--- config.mk ---
export PLATFORM = sky130hd
export DESIGN_NAME = sio_cfg_port
export DESIGN_NICKNAME = d
export VERILOG_FILES = /design/src/rtl/sio_cfg_pkg.sv /design/src/rtl/sio_port_decode.sv /design/src/rtl/sio_index_reg.sv /design/src/rtl/sio_write_guard.sv /design/src/rtl/sio_entry_file.sv /design/src/rtl/sio_cfg_port.sv
export SDC_FILE = /design/constraint.sdc
export NUM_CORES = 1
export LEC_CHECK = 0
export CAP_MARGIN = 25
export CORE_ASPECT_RATIO = 0.9
export CORE_MARGIN = 1.5
export CORE_UTILIZATION = 40
export CTS_CLUSTER_DIAMETER = 50
export DETAILED_ROUTE_END_ITERATION = 8
export DONT_BUFFER_PORTS = 1
export PLACE_DENSITY = 0.56
export SETUP_SLACK_MARGIN = 0.05
export SKIP_LAST_GASP = 1
export SLEW_MARGIN = 20
export SYNTH_ARGS = -nofsm -noshare
export SYNTH_HDL_FRONTEND = slang
export SYNTH_SLANG_ARGS = --single-unit
--- constraint.sdc ---
create_clock -name clk -period 2.2 [get_ports clk]
set_input_delay 0.22 -clock clk [delete_from_list [all_inputs] [get_ports clk]]
set_output_delay 0.22 -clock clk [all_outputs]
set_load 0.01 [all_outputs]
--- src/rtl/sio_cfg_pkg.sv ---
package sio_cfg_pkg;
  localparam int IDX_W       = 8;
  localparam int ENTRY_W     = 8;
  localparam int NUM_ENTRIES = 1 << IDX_W;

  typedef logic [IDX_W-1:0]   idx_t;
  typedef logic [ENTRY_W-1:0] entry_t;

  // Entries that hold storage and may change after reset
  function automatic logic entry_writable(idx_t i);
    case (i)
      8'hE0, 8'hE1, 8'hE2, 8'hE3, 8'hE6, 8'hE7, 8'hE8, 8'hEE,
      8'hEF, 8'hF0, 8'hF1, 8'hF2, 8'hF4, 8'hF6, 8'hF8, 8'hFC: return 1'b1;
      default: return 1'b0;
    endcase
  endfunction

  function automatic entry_t entry_reset(idx_t i);
    case (i)
      8'hE0:   return 8'h3C;
      8'hE2:   return 8'h03;
      8'hE3:   return 8'hFC;
      8'hE6:   return 8'hDE;
      8'hE7:   return 8'hFE;
      8'hE8:   return 8'hBE;
      default: return 8'h00;
    endcase
  endfunction

  // Entries that accept exactly one value
  function automatic logic entry_locked(idx_t i);
    return (i == 8'hE7) || (i == 8'hE8);
  endfunction

  function automatic entry_t entry_lock_value(idx_t i);
    case (i)
      8'hE7:   return 8'hFE;
      8'hE8:   return 8'hBE;
      default: return 8'h00;
    endcase
  endfunction
endpackage

--- src/rtl/sio_port_decode.sv ---
module sio_port_decode #(
  parameter int ADDR_W      = 16,
  parameter logic [ADDR_W-1:0] INDEX_PORT = 16'h03F0,
  parameter logic [ADDR_W-1:0] DATA_PORT  = 16'h03F1,
  parameter int CFG_AW      = 8,
  parameter logic [CFG_AW-1:0] EN_CFG_ADDR = 8'h85,
  parameter int EN_CFG_BIT  = 1,
  parameter int CFG_DW      = 8
) (
  input  logic              clk,
  input  logic              rst,
  input  logic              cfg_wr,
  input  logic [CFG_AW-1:0] cfg_addr,
  input  logic [CFG_DW-1:0] cfg_wdata,
  input  logic [ADDR_W-1:0] io_addr,
  output logic              port_en,
  output logic              hit_idx,
  output logic              hit_data
);
  always_ff @(posedge clk) begin
    if (rst)
      port_en <= 1'b0;
    else if (cfg_wr && cfg_addr == EN_CFG_ADDR)
      port_en <= cfg_wdata[EN_CFG_BIT];
  end

  assign hit_idx  = (io_addr == INDEX_PORT);
  assign hit_data = (io_addr == DATA_PORT);
endmodule

--- src/rtl/sio_index_reg.sv ---
module sio_index_reg
  import sio_cfg_pkg::*;
(
  input  logic clk,
  input  logic rst,
  input  logic load,
  input  idx_t din,
  output idx_t q
);
  always_ff @(posedge clk) begin
    if (rst)       q <= '0;
    else if (load) q <= din;
  end
endmodule

--- src/rtl/sio_write_guard.sv ---
module sio_write_guard
  import sio_cfg_pkg::*;
(
  input  idx_t   idx,
  input  entry_t wdata,
  output logic   accept
);
  logic value_ok;

  assign value_ok = !entry_locked(idx) || (wdata == entry_lock_value(idx));
  assign accept   = entry_writable(idx) && value_ok;
endmodule

--- src/rtl/sio_entry_file.sv ---
module sio_entry_file
  import sio_cfg_pkg::*;
(
  input  logic   clk,
  input  logic   rst,
  input  logic   we,
  input  idx_t   wr_idx,
  input  entry_t wr_data,
  input  idx_t   rd_idx,
  output entry_t rd_data
);
  logic [NUM_ENTRIES*ENTRY_W-1:0] flat;

  for (genvar g = 0; g < NUM_ENTRIES; g++) begin : g_ent
    localparam idx_t GI = idx_t'(g);
    if (entry_writable(GI)) begin : g_rw
      entry_t q;
      always_ff @(posedge clk) begin
        if (rst)                     q <= entry_reset(GI);
        else if (we && wr_idx == GI) q <= wr_data;
      end
      assign flat[g*ENTRY_W +: ENTRY_W] = q;
    end else begin : g_ro
      assign flat[g*ENTRY_W +: ENTRY_W] = entry_reset(GI);
    end
  end

  assign rd_data = flat[rd_idx*ENTRY_W +: ENTRY_W];
endmodule

--- src/rtl/sio_cfg_port.sv ---
module sio_cfg_port
  import sio_cfg_pkg::*;
#(
  parameter int ADDR_W      = 16,
  parameter logic [ADDR_W-1:0] INDEX_PORT = 16'h03F0,
  parameter logic [ADDR_W-1:0] DATA_PORT  = 16'h03F1,
  parameter int CFG_AW      = 8,
  parameter logic [CFG_AW-1:0] EN_CFG_ADDR = 8'h85,
  parameter int EN_CFG_BIT  = 1,
  parameter int CFG_DW      = 8
) (
  input  logic                clk,
  input  logic                rst,
  input  logic                cfg_wr,
  input  logic [CFG_AW-1:0]   cfg_addr,
  input  logic [CFG_DW-1:0]   cfg_wdata,
  input  logic [ADDR_W-1:0]   io_addr,
  input  logic                io_wr,
  input  logic                io_rd,
  input  logic [ENTRY_W-1:0]  io_wdata,
  output logic [ENTRY_W-1:0]  io_rdata,
  output logic                io_claim
);
  localparam entry_t FLOAT_BYTE = '1;

  logic   port_en, hit_idx, hit_data, hit_any;
  logic   idx_load, data_wr, accept;
  idx_t   sel_idx;
  entry_t cur_entry;

  sio_port_decode #(
    .ADDR_W(ADDR_W), .INDEX_PORT(INDEX_PORT), .DATA_PORT(DATA_PORT),
    .CFG_AW(CFG_AW), .EN_CFG_ADDR(EN_CFG_ADDR), .EN_CFG_BIT(EN_CFG_BIT),
    .CFG_DW(CFG_DW)
  ) u_dec (
    .clk(clk), .rst(rst), .cfg_wr(cfg_wr), .cfg_addr(cfg_addr),
    .cfg_wdata(cfg_wdata), .io_addr(io_addr), .port_en(port_en),
    .hit_idx(hit_idx), .hit_data(hit_data)
  );

  assign hit_any  = hit_idx || hit_data;
  assign idx_load = port_en && io_wr && hit_idx;
  assign data_wr  = port_en && io_wr && hit_data;

  sio_index_reg u_idx (
    .clk(clk), .rst(rst), .load(idx_load), .din(io_wdata), .q(sel_idx)
  );

  sio_write_guard u_guard (
    .idx(sel_idx), .wdata(io_wdata), .accept(accept)
  );

  sio_entry_file u_file (
    .clk(clk), .rst(rst), .we(data_wr && accept), .wr_idx(sel_idx),
    .wr_data(io_wdata), .rd_idx(sel_idx), .rd_data(cur_entry)
  );

  always_ff @(posedge clk) begin
    if (rst) begin
      io_rdata <= FLOAT_BYTE;
      io_claim <= 1'b0;
    end else begin
      io_claim <= port_en && (io_rd || io_wr) && hit_any;
      if (io_rd && hit_any)
        io_rdata <= port_en ? cur_entry : FLOAT_BYTE;
    end
  end
endmodule

# --- Word-level counts from Yosys, hierarchy flattened ---
# Index checks and enable logic that the tools add are counted.
word_totals:
  ff_bits: 146
  input_bits: 45
  out_inout_bits: 9
  word_cells: 75
op_classes:
  n_eq_ne: 20
  shifts: 1
  n_mux: 3
  reduce_logical: 31
ops:
  columns: ["operator", "n"]
  rows:
  - ["$shiftx 2048x12->8", 1]
  - ["$eq 8x8->1 const B", 17]
  - ["$eq 16x10->1 const B", 2]
  - ["$logic_and 1x1->1", 25]
  - ["$pmux 8 s2", 1]
  - ["$reduce_or 16->1", 1]
  - ["$eq 8x8->1", 1]
  - ["$mux 8", 1]
  - ["$logic_or 1x1->1", 4]
  - ["$logic_not 1->1", 1]
  - ["$mux 1", 1]

# --- Logic depth before layout (Yosys ltp) ---
depth:
  word_depth: 7
  ltp_mapped: 9
  mapped_depth_nobuf: 5

# --- Cells and area by module ---
# Synthesis repeated with hierarchy kept, for this count alone.
hier_totals:
  cells_unflattened: 694
  hier_area_um2: 6922.9
by_module_without_submodules:
  columns: ["module", "instances", "cells_per_inst", "area_each_um2", "seq_area_each_um2"]
  rows:
  - ["sio_entry_file", 1, 595, 5972.0, 2562.5]
  - ["sio_cfg_port", 1, 42, 434.2, 180.2]
  - ["sio_index_reg", 1, 26, 285.3, 160.2]
  - ["sio_port_decode", 1, 15, 123.9, 20.0]
  - ["sio_write_guard", 1, 16, 107.6, 0.0]

# --- Worst setup path before layout ---
# No wires, ideal clock.
synth_path:
  path_type: "flip-flop to flip-flop"
  from: "register u_idx.q[0]"
  to: "register u_file.g_ent[232].g_rw.q[0]"
  setup_time_ns: 0.116
  arrival_time_ns: 1.916
  required_time_ns: 2.084
  path_slack_ns: 0.168
  path_stages_with_launch: 10
  path_buffers: 4
  synth_period_minus_slack_ns: 2.032
  cell_sequence: "dfxtp_1 > buf_2 > and4b_1 > clkbuf_1 > xnor2_1 > a22o_1 > buf_6 > buf_6 > nand4_2 > and3_1"
synth_between:
  elab_chain_len: 7
  word_cells_on_any_way: 26
  classes_between: "eq/ne (17); mux (2); reduce/logical (7)"
synth_rtl:
  columns: ["element", "line_no", "source"]
  rows:
  - ["start: declaration", "sio_index_reg.sv:8", "output idx_t q"]
  - ["start signal: assignment", "sio_index_reg.sv:12", "else if (load) q <= din;"]
  - ["$eq 8x8->1, on equally long branches", null, null]
  - ["$pmux 8 s2 / $logic_or 1x1->1 (equally long branches)", "sio_cfg_pkg.sv:36, sio_cfg_pkg.sv:32", null]
  - ["$eq 8x8->1 / $logic_not 1->1 (equally long branches)", "sio_write_guard.sv:10", "assign value_ok = !entry_locked(idx) || (wdata == entry_lock_value(idx));"]
  - ["$logic_or 1x1->1", "sio_write_guard.sv:10", null]
  - ["$logic_and 1x1->1", "sio_write_guard.sv:11", "assign accept = entry_writable(idx) && value_ok;"]
  - ["$logic_and 1x1->1", "sio_cfg_port.sv:54", ".clk(clk), .rst(rst), .we(data_wr && accept), .wr_idx(sel_idx),"]
  - ["$logic_and 1x1->1 *", "sio_entry_file.sv:20", "else if (we && wr_idx == GI) q <= wr_data;"]
  - ["end signal: assignment", "sio_entry_file.sv:19", "if (rst) q <= entry_reset(GI);"]
  - ["end signal: assignment", "sio_entry_file.sv:20", null]
  - ["end: declaration", "sio_entry_file.sv:17", "entry_t q;"]
# Mark *: on every way between the ends. The rest lies on a longest branch, timed or not.
# A chain may end at the register's enable or synchronous reset.

# --- Worst setup path after layout ---
layout_path:
  from: "register u_idx.q[2]"
  to: "register u_file.g_ent[225].g_rw.q[2]"
layout_between:
  elab_chain_len: 7
  word_cells_on_any_way: 26
  classes_between: "eq/ne (17); mux (2); reduce/logical (7)"
layout_rtl:
  columns: ["element", "line_no"]
  rows:
  - ["$eq 8x8->1", "sio_cfg_pkg.sv:11, sio_cfg_pkg.sv:32, sio_cfg_pkg.sv:36"]
  - ["$pmux 8 s2 / $logic_or 1x1->1 (equally long branches)", "sio_cfg_pkg.sv:36, sio_cfg_pkg.sv:32"]
  - ["$eq 8x8->1 / $logic_not 1->1 (equally long branches)", "sio_write_guard.sv:10"]
  - ["$logic_or 1x1->1", "sio_write_guard.sv:10"]
  - ["$logic_and 1x1->1", "sio_write_guard.sv:11"]
  - ["$logic_and 1x1->1", "sio_cfg_port.sv:54"]
  - ["$logic_and 1x1->1 *", "sio_entry_file.sv:20"]
  - ["end signal: assignment", "sio_entry_file.sv:19"]
  - ["end signal: assignment", "sio_entry_file.sv:20"]
  - ["end: declaration", "sio_entry_file.sv:17"]
# Marks and branches as above.

==> reports/qor.csv <==
metric;value;unit
I/O Buffers;0;
total congestion overflow;0;
per-cell routed wire length;21.0;um
CTS tree;built;
Setup Skew;8.63;ps
Vias/cell;5.82;
CP max FO;16;
Hold/Removal Path Class;input port to flop;
Max-slew headroom;55.2;%
Final Util;47.2;%
CP Cell Sequence;and4b_2 -> xnor2_1 -> a22o_1 -> buf_12 -> and3_1 -> buf_12 -> mux2i_1;
synthesized area;0.00682;mm2
FILL cells;1571;
crit-path max cell delay;460;ps
Initial Utilization;40.7;%
post-route insts no fill;926;
status;finished, final reports clean;
most common flop cell mapped by yosys;dfxtp_1;
syn_nets;741;
Async SR Flop Fraction;0;%
CP dominant cell by count;buf_12;
Seq cells post-synth;146;
final setup fails;0;
synth warn;0;
diode count;0;
chip width;141;um
post-place setup slack;79.8;ps
post-layout min period;2070;ps
Yosys cell types;55;
fin nets;747;
clock sink count;146;
initial antenna violation count;0;
final cycle utilization of the critical path;94.1;%
Seq/Total Area, Yosys;42.8;%
global-route wire length before repair;30400;um
std cell rows;45;
Syn Area/Cell;9.80;um2
synthesized instance count;696;
worst skew pair latency;430;ps
max-slew violation count;0;
Routed WL;19500;um
detailed placement HPWL;13300;um
I/O pins;54;
PD cells;727;mW/mm2
Placed Cells incl. Taps;882;
Data required, critical path;2550;ps
root buf cell;clkbuf_16;
# DRC;0;
Area Growth Syn to Fin;16.2;%
Die Ht;127;um
critical path startpoint category;flop;
First-pass DRT Iterations;5;
max cap viols;0;
Max Buffers Root-to-Sink;2;
slowest CP cell;dfxtp_1;
top-area cell type share of the netlist area;42.8;%
CTS clock-pin slew for the worst setup and hold paths;70;ps
RSZ-0062 raised after global routing;yes;
share of layout cells above drive strength 1;15.7;%
CTS Buf Count;17;
CTS H-tree lvls;4;
count leader, synth;dfxtp_1;
top cells by area, synth;dfxtp_1 (43%), mux2i_1 (21%), nand2_1 (6.7%);
CP arrival;2420;ps
VDD IR max;0.470;mV
Placer Congestion;0.831;
overall routing resource usage;22.5;%
Post-synth top cells;dfxtp_1 (146), mux2i_1 (141), nand2_1 (122);
total negative setup slack;0;ps
vias in the first global route;5452;
initial drt markers;588;
final hold violation count;0;
post-synth top area cell;dfxtp_1;
routed via count;5389;
EDFF count, synth;0;
critical path type;flop to flop;
f_max;483;MHz
final worst slack;130;ps
nature of the critical path endpoint;flop;
Final ANT Viol Nets;0;
pin slew with the least headroom to its limit;671;ps
pin count of the biggest net entering global routing;62;
Leak;3.56;nW
DIE AREA;0.0179;mm2
Tot Pwr;5.76;mW
core area;0.0168;mm2
==> through the flow <==
step / hold WS, ps / area [um2]
floorplan: 364 / 6820
global placement: 294 / 7150
detailed placement: 294 / 7150
CTS: 5.28 / 7890
global route: 10.7 / 7930
finish: 18.6 / 7930
==> cell type report <==
class	instances	area [um2]	area share [%]
Timing Repair Buffer	42	463	5.84
Multi-Input combinational cell	492	3650	46.1
Inverter	3	12.5	0.158
Sequential cell	146	2930	36.9
Clock buffer	18	439	5.54
Tap cell	211	264	3.33
Clock inverter	14	168	2.12
==> cell usage in the layout (no fill, tap or decap), types with 6 or more instances in the layout <==
master,Yosys,final
a21oi_1,9,9
o21ai_0,13,13
buf_4,2,20
a22oi_1,9,9
clkbuf_16,0,17
nand3_1,6,6
and3_1,11,11
nor2_1,62,62
nand2_1,122,122
buf_12,1,9
mux2_2,15,15
o22ai_1,8,8
a221o_1,7,7
mux2i_1,141,141
dfxtp_1,146,145
dlygate4sd3_1,0,11
o221ai_1,6,6
==> kinds of logic (layout without fill, tap and decap cells) <==
group,count (synthesis),after routing,synth area share (%)
flip-flops,146,146,42.8
AO/OA/AOI/OAI,73,73,7.88
XOR/XNOR,1,1,0.128
multiplexers,161,161,24.8
AND/OR/NAND/NOR,257,257,20.4
buffers and inverters,58,77,4.00
==> critical path: cells and delay by family, from the launching register on <==
family / cells / cell delay [ps]
muxes: 1 / 190
xor gates and xnor gates: 1 / 150
AOI/OAI and AO/OA: 1 / 200
buffers and inverters: 2 / 360
DFF: 1 / 460
and+or+nand+nor: 2 / 620
==> routing by layer <==
layer | global-route usage, % | up-vias | part of all wire (%)
met5 | 0 | - | 0
met4 | 6.80 | 0 | 1.4
met3 | 6.38 | 24 | 7.7
met2 | 35.1 | 192 | 45
met1 | 30.4 | 2663 | 46
li1 | - | 2510 | -
==> flip-flops by register name (all words and copies together) (netlist names) <==
name and cells:
u_file.g_ent.g_rw.q 128, io_rdata 8, u_idx.q 8, io_claim 1, u_dec.port_en 1
==> report_power, final <==
group	switching, mW	total (mW)	internal (mW)
clock network	1.23	2.97	1.74
registers	0.0000185	2.64	2.64
logic	0.112	0.151	0.0394
==> worst paths after layout <==
path	startpoint	end	slack, ps	cells past startpoint
worst max-delay path	u_idx.q[2]	u_file.g_ent[225].g_rw.q[2]	130	7
worst min-delay path	io_rd	io_claim	20	1
worst min register to register	u_file.g_ent[231].g_rw.q[1]	u_file.g_ent[231].g_rw.q[1]	450	2
worst max register to register	u_idx.q[2]	u_file.g_ent[225].g_rw.q[2]	130	7
==> repair_timing <==
action | in CTS | in global routing
endpoints found under the setup margin | 0 | 74
hold endpoints to repair | 43 | 0
buffers inserted | 0 | 0
resized for setup | 0 | 8
hold buffers | 12 | 0
Power figures use the tool's default switching activity.
